$ cat config.mk
export PLATFORM = sky130hd
export DESIGN_NAME = flash_flag_status
export DESIGN_NICKNAME = d
export VERILOG_FILES = /design/src/rtl/ffs_pkg.sv /design/src/rtl/ffs_rst_sync.sv /design/src/rtl/ffs_op_tracker.sv /design/src/rtl/ffs_sticky_flag.sv /design/src/rtl/ffs_suspend_flag.sv /design/src/rtl/flash_flag_status.sv
export SDC_FILE = /design/constraint.sdc
export NUM_CORES = 1
export LEC_CHECK = 0
export ABC_AREA = 1
export BUFFER_PORTS_ARGS = -buffer_cell sky130_fd_sc_hd__buf_2
export CAP_MARGIN = 20
export CORE_AREA = 2 2 39 41
export CTS_BUF_LIST = sky130_fd_sc_hd__clkbuf_8
export DETAILED_ROUTE_END_ITERATION = 8
export DIE_AREA = 0 0 41 43
export PLACE_DENSITY = 0.78
export SLEW_MARGIN = 20
export SYNTH_ARGS = -nofsm -noshare
export SYNTH_HDL_FRONTEND = slang
export SYNTH_SLANG_ARGS = --single-unit
$ cat constraint.sdc
create_clock -name clk -period 1 [get_ports clk]
set_input_delay 0.2 -clock clk [delete_from_list [all_inputs] [get_ports clk]]
set_output_delay 0.2 -clock clk [all_outputs]
set_load 0.1 [all_outputs]
$ cat src/rtl/ffs_pkg.sv
package ffs_pkg;

  // Bit positions decoded by the read-out shifter
  localparam int unsigned FSR_W        = 8;
  localparam int unsigned RDY_BIT      = 7;
  localparam int unsigned SUSP_BIT     = 6;
  localparam int unsigned ERASE_FL_BIT = 5;
  localparam int unsigned PROG_FL_BIT  = 4;

  // Sticky failure flag indices
  localparam int unsigned N_FAIL  = 2;
  localparam int unsigned FL_ERA  = 0;
  localparam int unsigned FL_PRG  = 1;

  typedef enum logic [1:0] {
    ST_IDLE = 2'd0,
    ST_RUN  = 2'd1,
    ST_HELD = 2'd2
  } run_state_e;

  typedef enum logic {
    KIND_ERASE   = 1'b0,
    KIND_PROGRAM = 1'b1
  } op_kind_e;

endpackage

$ cat src/rtl/ffs_rst_sync.sv
module ffs_rst_sync #(
  parameter int unsigned STAGES = 2
) (
  input  logic clk,
  input  logic rst_n,
  output logic rst_sync_n
);

  logic [STAGES-1:0] chain_q;
  logic [STAGES-1:0] chain_d;

  always_comb begin
    chain_d = {chain_q[STAGES-2:0], 1'b1};
  end

  always_ff @(posedge clk or negedge rst_n) begin
    if (!rst_n) begin
      chain_q <= '0;
    end else begin
      chain_q <= chain_d;
    end
  end

  assign rst_sync_n = chain_q[STAGES-1];

endmodule

$ cat src/rtl/ffs_op_tracker.sv
module ffs_op_tracker
  import ffs_pkg::*;
#(
  parameter int unsigned MAX_ERASE_PULSES = 4
) (
  input  logic clk,
  input  logic rst_n,
  input  logic erase_start_i,
  input  logic program_start_i,
  input  logic resume_req_i,
  input  logic region_protected_i,
  input  logic op_done_i,
  input  logic suspend_ack_i,
  input  logic erase_pulse_i,
  input  logic verify_ok_i,
  input  logic one_over_zero_i,
  input  logic high_volt_i,
  input  logic len_mult64_i,
  input  logic erase_flag_i,
  input  logic susp_flag_i,
  output logic busy_o,
  output logic running_o,
  output logic erase_fail_o,
  output logic prog_fail_o
);

  localparam int unsigned CNT_W = $clog2(MAX_ERASE_PULSES + 1);
  localparam logic [CNT_W-1:0] CNT_MAX = CNT_W'(MAX_ERASE_PULSES);

  run_state_e      state_q, state_d;
  op_kind_e        kind_q, kind_d;
  logic            kind_en;
  logic [CNT_W-1:0] cnt_q, cnt_d;
  logic            cnt_en;
  logic            pulses_spent;
  logic            prog_cond_fail;

  assign pulses_spent   = (cnt_q >= CNT_MAX);
  assign prog_cond_fail = !verify_ok_i ||
                          (one_over_zero_i && high_volt_i && len_mult64_i);

  // next-state process
  always_comb begin
    state_d      = state_q;
    kind_d       = kind_q;
    kind_en      = 1'b0;
    cnt_d        = cnt_q;
    cnt_en       = 1'b0;
    erase_fail_o = 1'b0;
    prog_fail_o  = 1'b0;

    unique case (state_q)
      ST_IDLE: begin
        if (erase_start_i) begin
          if (region_protected_i || erase_flag_i) begin
            erase_fail_o = 1'b1;
          end else begin
            state_d = ST_RUN;
            kind_d  = KIND_ERASE;
            kind_en = 1'b1;
            cnt_d   = '0;
            cnt_en  = 1'b1;
          end
        end else if (program_start_i) begin
          if (region_protected_i) begin
            prog_fail_o = 1'b1;
          end else begin
            state_d = ST_RUN;
            kind_d  = KIND_PROGRAM;
            kind_en = 1'b1;
          end
        end
      end
      ST_RUN: begin
        if (op_done_i) begin
          state_d = ST_IDLE;
          if (kind_q == KIND_ERASE) begin
            erase_fail_o = !verify_ok_i && pulses_spent;
          end else begin
            prog_fail_o = prog_cond_fail;
          end
        end else begin
          if (suspend_ack_i && susp_flag_i && !resume_req_i) begin
            state_d = ST_HELD;
          end
          if (kind_q == KIND_ERASE && erase_pulse_i && !pulses_spent) begin
            cnt_d  = cnt_q + 1'b1;
            cnt_en = 1'b1;
          end
        end
      end
      ST_HELD: begin
        if (resume_req_i) begin
          state_d = ST_RUN;
        end
      end
      default: begin
        state_d = ST_IDLE;
      end
    endcase
  end

  // register process
  always_ff @(posedge clk or negedge rst_n) begin
    if (!rst_n) begin
      state_q <= ST_IDLE;
      kind_q  <= KIND_ERASE;
      cnt_q   <= '0;
    end else begin
      state_q <= state_d;
      if (kind_en) begin
        kind_q <= kind_d;
      end
      if (cnt_en) begin
        cnt_q <= cnt_d;
      end
    end
  end

  assign busy_o    = (state_q == ST_RUN);
  assign running_o = (state_q == ST_RUN);

endmodule

$ cat src/rtl/ffs_sticky_flag.sv
module ffs_sticky_flag (
  input  logic clk,
  input  logic rst_n,
  input  logic set_i,
  input  logic clr_i,
  output logic flag_o
);

  logic flag_q, flag_d;

  // set has priority over clear
  always_comb begin
    flag_d = flag_q;
    if (clr_i) begin
      flag_d = 1'b0;
    end
    if (set_i) begin
      flag_d = 1'b1;
    end
  end

  always_ff @(posedge clk or negedge rst_n) begin
    if (!rst_n) begin
      flag_q <= 1'b0;
    end else begin
      flag_q <= flag_d;
    end
  end

  assign flag_o = flag_q;

endmodule

$ cat src/rtl/ffs_suspend_flag.sv
module ffs_suspend_flag (
  input  logic clk,
  input  logic rst_n,
  input  logic suspend_req_i,
  input  logic resume_req_i,
  input  logic running_i,
  output logic susp_o
);

  logic susp_q, susp_d;
  logic susp_en;

  always_comb begin
    susp_d  = susp_q;
    susp_en = 1'b0;
    if (resume_req_i) begin
      susp_d  = 1'b0;
      susp_en = 1'b1;
    end else if (suspend_req_i && running_i) begin
      susp_d  = 1'b1;
      susp_en = 1'b1;
    end
  end

  always_ff @(posedge clk or negedge rst_n) begin
    if (!rst_n) begin
      susp_q <= 1'b0;
    end else if (susp_en) begin
      susp_q <= susp_d;
    end
  end

  assign susp_o = susp_q;

endmodule

$ cat src/rtl/flash_flag_status.sv
module flash_flag_status
  import ffs_pkg::*;
#(
  parameter int unsigned MAX_ERASE_PULSES = 4,
  parameter int unsigned SYNC_STAGES      = 2
) (
  input  logic       clk,
  input  logic       rst_n,
  input  logic       erase_start_i,
  input  logic       program_start_i,
  input  logic       suspend_req_i,
  input  logic       resume_req_i,
  input  logic       clear_flags_i,
  input  logic       region_protected_i,
  input  logic       op_done_i,
  input  logic       suspend_ack_i,
  input  logic       erase_pulse_i,
  input  logic       verify_ok_i,
  input  logic       one_over_zero_i,
  input  logic       high_volt_i,
  input  logic       len_mult64_i,
  output logic [7:0] fsr_o,
  output logic       wip_o
);

  logic              rst_int_n;
  logic              busy;
  logic              running;
  logic              susp_flag;
  logic [N_FAIL-1:0] fail_set;
  logic [N_FAIL-1:0] fail_flag;

  ffs_rst_sync #(.STAGES(SYNC_STAGES)) u_rst_sync (
    .clk        (clk),
    .rst_n      (rst_n),
    .rst_sync_n (rst_int_n)
  );

  ffs_op_tracker #(.MAX_ERASE_PULSES(MAX_ERASE_PULSES)) u_tracker (
    .clk                (clk),
    .rst_n              (rst_int_n),
    .erase_start_i      (erase_start_i),
    .program_start_i    (program_start_i),
    .resume_req_i       (resume_req_i),
    .region_protected_i (region_protected_i),
    .op_done_i          (op_done_i),
    .suspend_ack_i      (suspend_ack_i),
    .erase_pulse_i      (erase_pulse_i),
    .verify_ok_i        (verify_ok_i),
    .one_over_zero_i    (one_over_zero_i),
    .high_volt_i        (high_volt_i),
    .len_mult64_i       (len_mult64_i),
    .erase_flag_i       (fail_flag[FL_ERA]),
    .susp_flag_i        (susp_flag),
    .busy_o             (busy),
    .running_o          (running),
    .erase_fail_o       (fail_set[FL_ERA]),
    .prog_fail_o        (fail_set[FL_PRG])
  );

  ffs_suspend_flag u_susp (
    .clk           (clk),
    .rst_n         (rst_int_n),
    .suspend_req_i (suspend_req_i),
    .resume_req_i  (resume_req_i),
    .running_i     (running),
    .susp_o        (susp_flag)
  );

  for (genvar g = 0; g < N_FAIL; g++) begin : g_fail
    ffs_sticky_flag u_flag (
      .clk    (clk),
      .rst_n  (rst_int_n),
      .set_i  (fail_set[g]),
      .clr_i  (clear_flags_i),
      .flag_o (fail_flag[g])
    );
  end

  always_comb begin
    fsr_o               = '0;
    fsr_o[RDY_BIT]      = !busy;
    fsr_o[SUSP_BIT]     = susp_flag;
    fsr_o[ERASE_FL_BIT] = fail_flag[FL_ERA];
    fsr_o[PROG_FL_BIT]  = fail_flag[FL_PRG];
  end

  assign wip_o = busy;

endmodule

==> flow_metrics.env <==
export IMPL_powerDensity_nw_per_um2=3617
export IMPL_finalHoldViolations=0
export IMPL_worst_path_stages=3
export IMPL_rsz0062_at_grt="yes"
export IMPL_dpl_hpwl_mm=1.026
export IMPL_cp_arrival_ps=1050
export IMPL_skew_ps=7.963
export IMPL_h_tree_depth=1
export IMPL_synth_warning_count=0
export IMPL_vias_per_cell=4.945
export IMPL_ys_seq_elements=11
export IMPL_p_sw_uw=1768
export IMPL_power_leakage_uw=0.0005265
export IMPL_synth_cell_types=19
export IMPL_fin_crit_ps=1252
export IMPL_grt_pass1_wl_mm=2.304
export IMPL_peakVddDrop_mv=2.605
export IMPL_tns_ps=-1903
export IMPL_cap_violations=0
export IMPL_first_pass_iters=4
export IMPL_antenna_found_initial=0
export IMPL_setup_viol=14
export IMPL_status="complete, but fails checks"
export IMPL_cts_tree="built"
export IMPL_layout_commonest_cell="buf_2"
export IMPL_ios=24
export IMPL_cts_sinks=11
export IMPL_slowest_stage="dfrtp_1"
export IMPL_fin_cells=128
export IMPL_clock_fmax_mhz=799.0
export IMPL_setup_worst_path_start_class="register"
export IMPL_io_buffers=19
export IMPL_seq_power_share=0.204
export IMPL_crit_required_ps=800
export IMPL_top_layer_used="met3"
export IMPL_dr_wl_met3_um=105
export IMPL_critPathLaunch="u_tracker.state_q[0]"
export IMPL_grt_pass1_vias=556
export IMPL_drt_initial_drc_count=15
export IMPL_p_int_uw=1885
export IMPL_yosysSeqAreaShare=0.4322
export IMPL_dieArea_um2=1763
export IMPL_rrSetupSlack_ps=-230
export IMPL_final_cell_mix="14 x buf_2, 12 x nand2_1, 10 x dfrtp_1, 10 x buf_4, 9 x inv_1"
export IMPL_dp_cells=117
export IMPL_m1WireLength_um=637
export IMPL_syn2layout_area_growth_pct=58.55
export IMPL_combPwrFrac=0.677
export IMPL_fp_dieH_um=43
export IMPL_worstSetupPathType="reg -> out"
export IMPL_rr_startpoint="u_tracker.state_q[0]"
export IMPL_dr_wl_met2_um=796
export IMPL_gr_total_overflow=0
export IMPL_num_vias=633
export IMPL_hp_start="resume_req_i"
export IMPL_post_route_period_util=1.252
export IMPL_start_util=0.4602
export IMPL_wirelength_mm=1.539
export IMPL_min_path_type="in -> reg"
export IMPL_placementRows=14
export IMPL_worstPathMaxFanout=3
export IMPL_place_congestion=0.8162
export IMPL_insertedDiodeCount=0
export IMPL_postSynthAreaPerCell_um2=8.165
export IMPL_reg2reg_to="u_tracker.cnt_q[0]"
export IMPL_setup_ws_ps=-251.6
export IMPL_final_nets=130
export IMPL_ff2ff_path_depth=6
export IMPL_synth_area_um2=636.9
export IMPL_drt_drc_violations_left=0
export IMPL_swShare=0.4840
export IMPL_power_clock_fraction=0.119
export IMPL_drive_gt1_frac=0.4821
export IMPL_cp_end_kind="output pin"
export IMPL_worstPathBufferInverterCount=2
export IMPL_path_clk_slew_ps=60
export IMPL_cts_inserted_buffers=3
export IMPL_slowest_delay_ps=420
export IMPL_insertion_delay_ps=230
export IMPL_design_core_area_um2=1384
export IMPL_slew_viol_final=0
export IMPL_cts_root_buffer="clkbuf_8"
export IMPL_clockBufferDepth=2
export IMPL_grt_max_degree=10
export IMPL_path_cells="buf_6 -> nand2_4 -> buf_12"
export IMPL_fp_dieW_um=41
export IMPL_antenna_left=0
export IMPL_crit_family="flip-flops"
export IMPL_violations="setup timing"
export IMPL_grt_util_all_layers=0.1842
export IMPL_syn_inst=78
export IMPL_cp_endpoint="fsr_o[7]"
export IMPL_drt_wirelength_per_cell_um=12.02
## area by class of cell
cell class	count	area, um2
repair buffers	34	300.3
well taps	16	20.02
clock buffers	3	41.29
inverters	10	37.54
multi-input cells	53	330.3
clock inverters	1	3.754
fillers	104	374.1
flip-flops and latches	11	276.5
## per-layer routing
metal / up-vias / global-route usage
met5: - / 0
met4: 0 / 0.03333
met3: 0 / 0
met2: 26 / 0.3188
met1: 304 / 0.2500
li1: 303 / -
## power groups by stage
stage	sequential [uW]	combinational, uW	clock, uW
final	746	2470	434
after global placement	725	2040	0
after floorplan	730	1350	0
after detailed placement	739	2070	0
after CTS	743	2320	439
after global routing	761	2600	457
## per-stage QoR
step           hold slack [ps]  setup slack (ps)  total power [uW]  utilization  area, um2
2_1_floorplan           -95.59            -501.4              2083            -      658.1
3_3_place_gp            -15.30            -79.65              2761       0.6184      855.8
3_5_place_dp            -14.01            -113.6              2810       0.6184      855.8
4_1_cts                  123.0            -244.5              3504       0.7098      982.2
5_1_grt                  134.3            -286.0              3821       0.7297       1010
6_report                 126.5            -251.6              3652       0.7297       1010
## cell families after synthesis
group	after synthesis	share of synthesized area
other cells	2	0.01179
buf+inv	17	0.1415
compound gates	8	0.09038
flops	11	0.4322
xor+xnor	1	0.01375
fa+ha+maj	2	0.03929
simple gates	37	0.2711
## synth_stat cells
master | count | share of area
nand2_1 | 15 | 0.088
dfrtp_1 | 11 | 0.43
inv_1 | 10 | 0.059
nand3_1 | 8 | 0.063
buf_4 | 7 | 0.083
nor2_1 | 7 | 0.041
o21ai_2 | 3 | 0.041
a21oi_1 | 2 | 0.016
conb_1 | 2 | 0.012
ha_1 | 2 | 0.039
nand2_2 | 2 | 0.020
nand4_1 | 2 | 0.020
a21oi_2 | 1 | 0.014
nand3b_1 | 1 | 0.012
nor2_2 | 1 | 0.0098
nor2_4 | 1 | 0.018
o211ai_1 | 1 | 0.012
o21ai_0 | 1 | 0.0079
xor2_1 | 1 | 0.014
## state kept, by name (all words and copies together) (netlist names)
register and cells:
u_tracker.cnt_q 3, g_fail.u_flag.flag_o 2, u_rst_sync.chain_q 2, u_tracker.state_q 2, u_susp.susp_o 1, u_tracker.kind_q 1
## repair_timing
action | 4_1_cts | 5_1_grt
resized for setup | 14 | 3
hold buffers | 1 | 0
buffers inserted | 4 | 2
hold endpoints to repair | 2 | 0
setup endpoints to repair | 13 | 14
pin swaps | 5 | 3
## worst min path at each step
stage / end / slack, ps / depth (start not counted)
4_1_cts: u_susp.susp_o / 120 / 2
5_1_grt: u_susp.susp_o / 130 / 2
3_3_place_gp: u_rst_sync.chain_q[0] / -20 / 1
3_5_place_dp: u_rst_sync.chain_q[0] / -10 / 1
6_report: u_susp.susp_o / 130 / 2
2_1_floorplan: u_rst_sync.chain_q[0] / -100 / 0
Note: power is estimated with default switching activity, not from simulation.
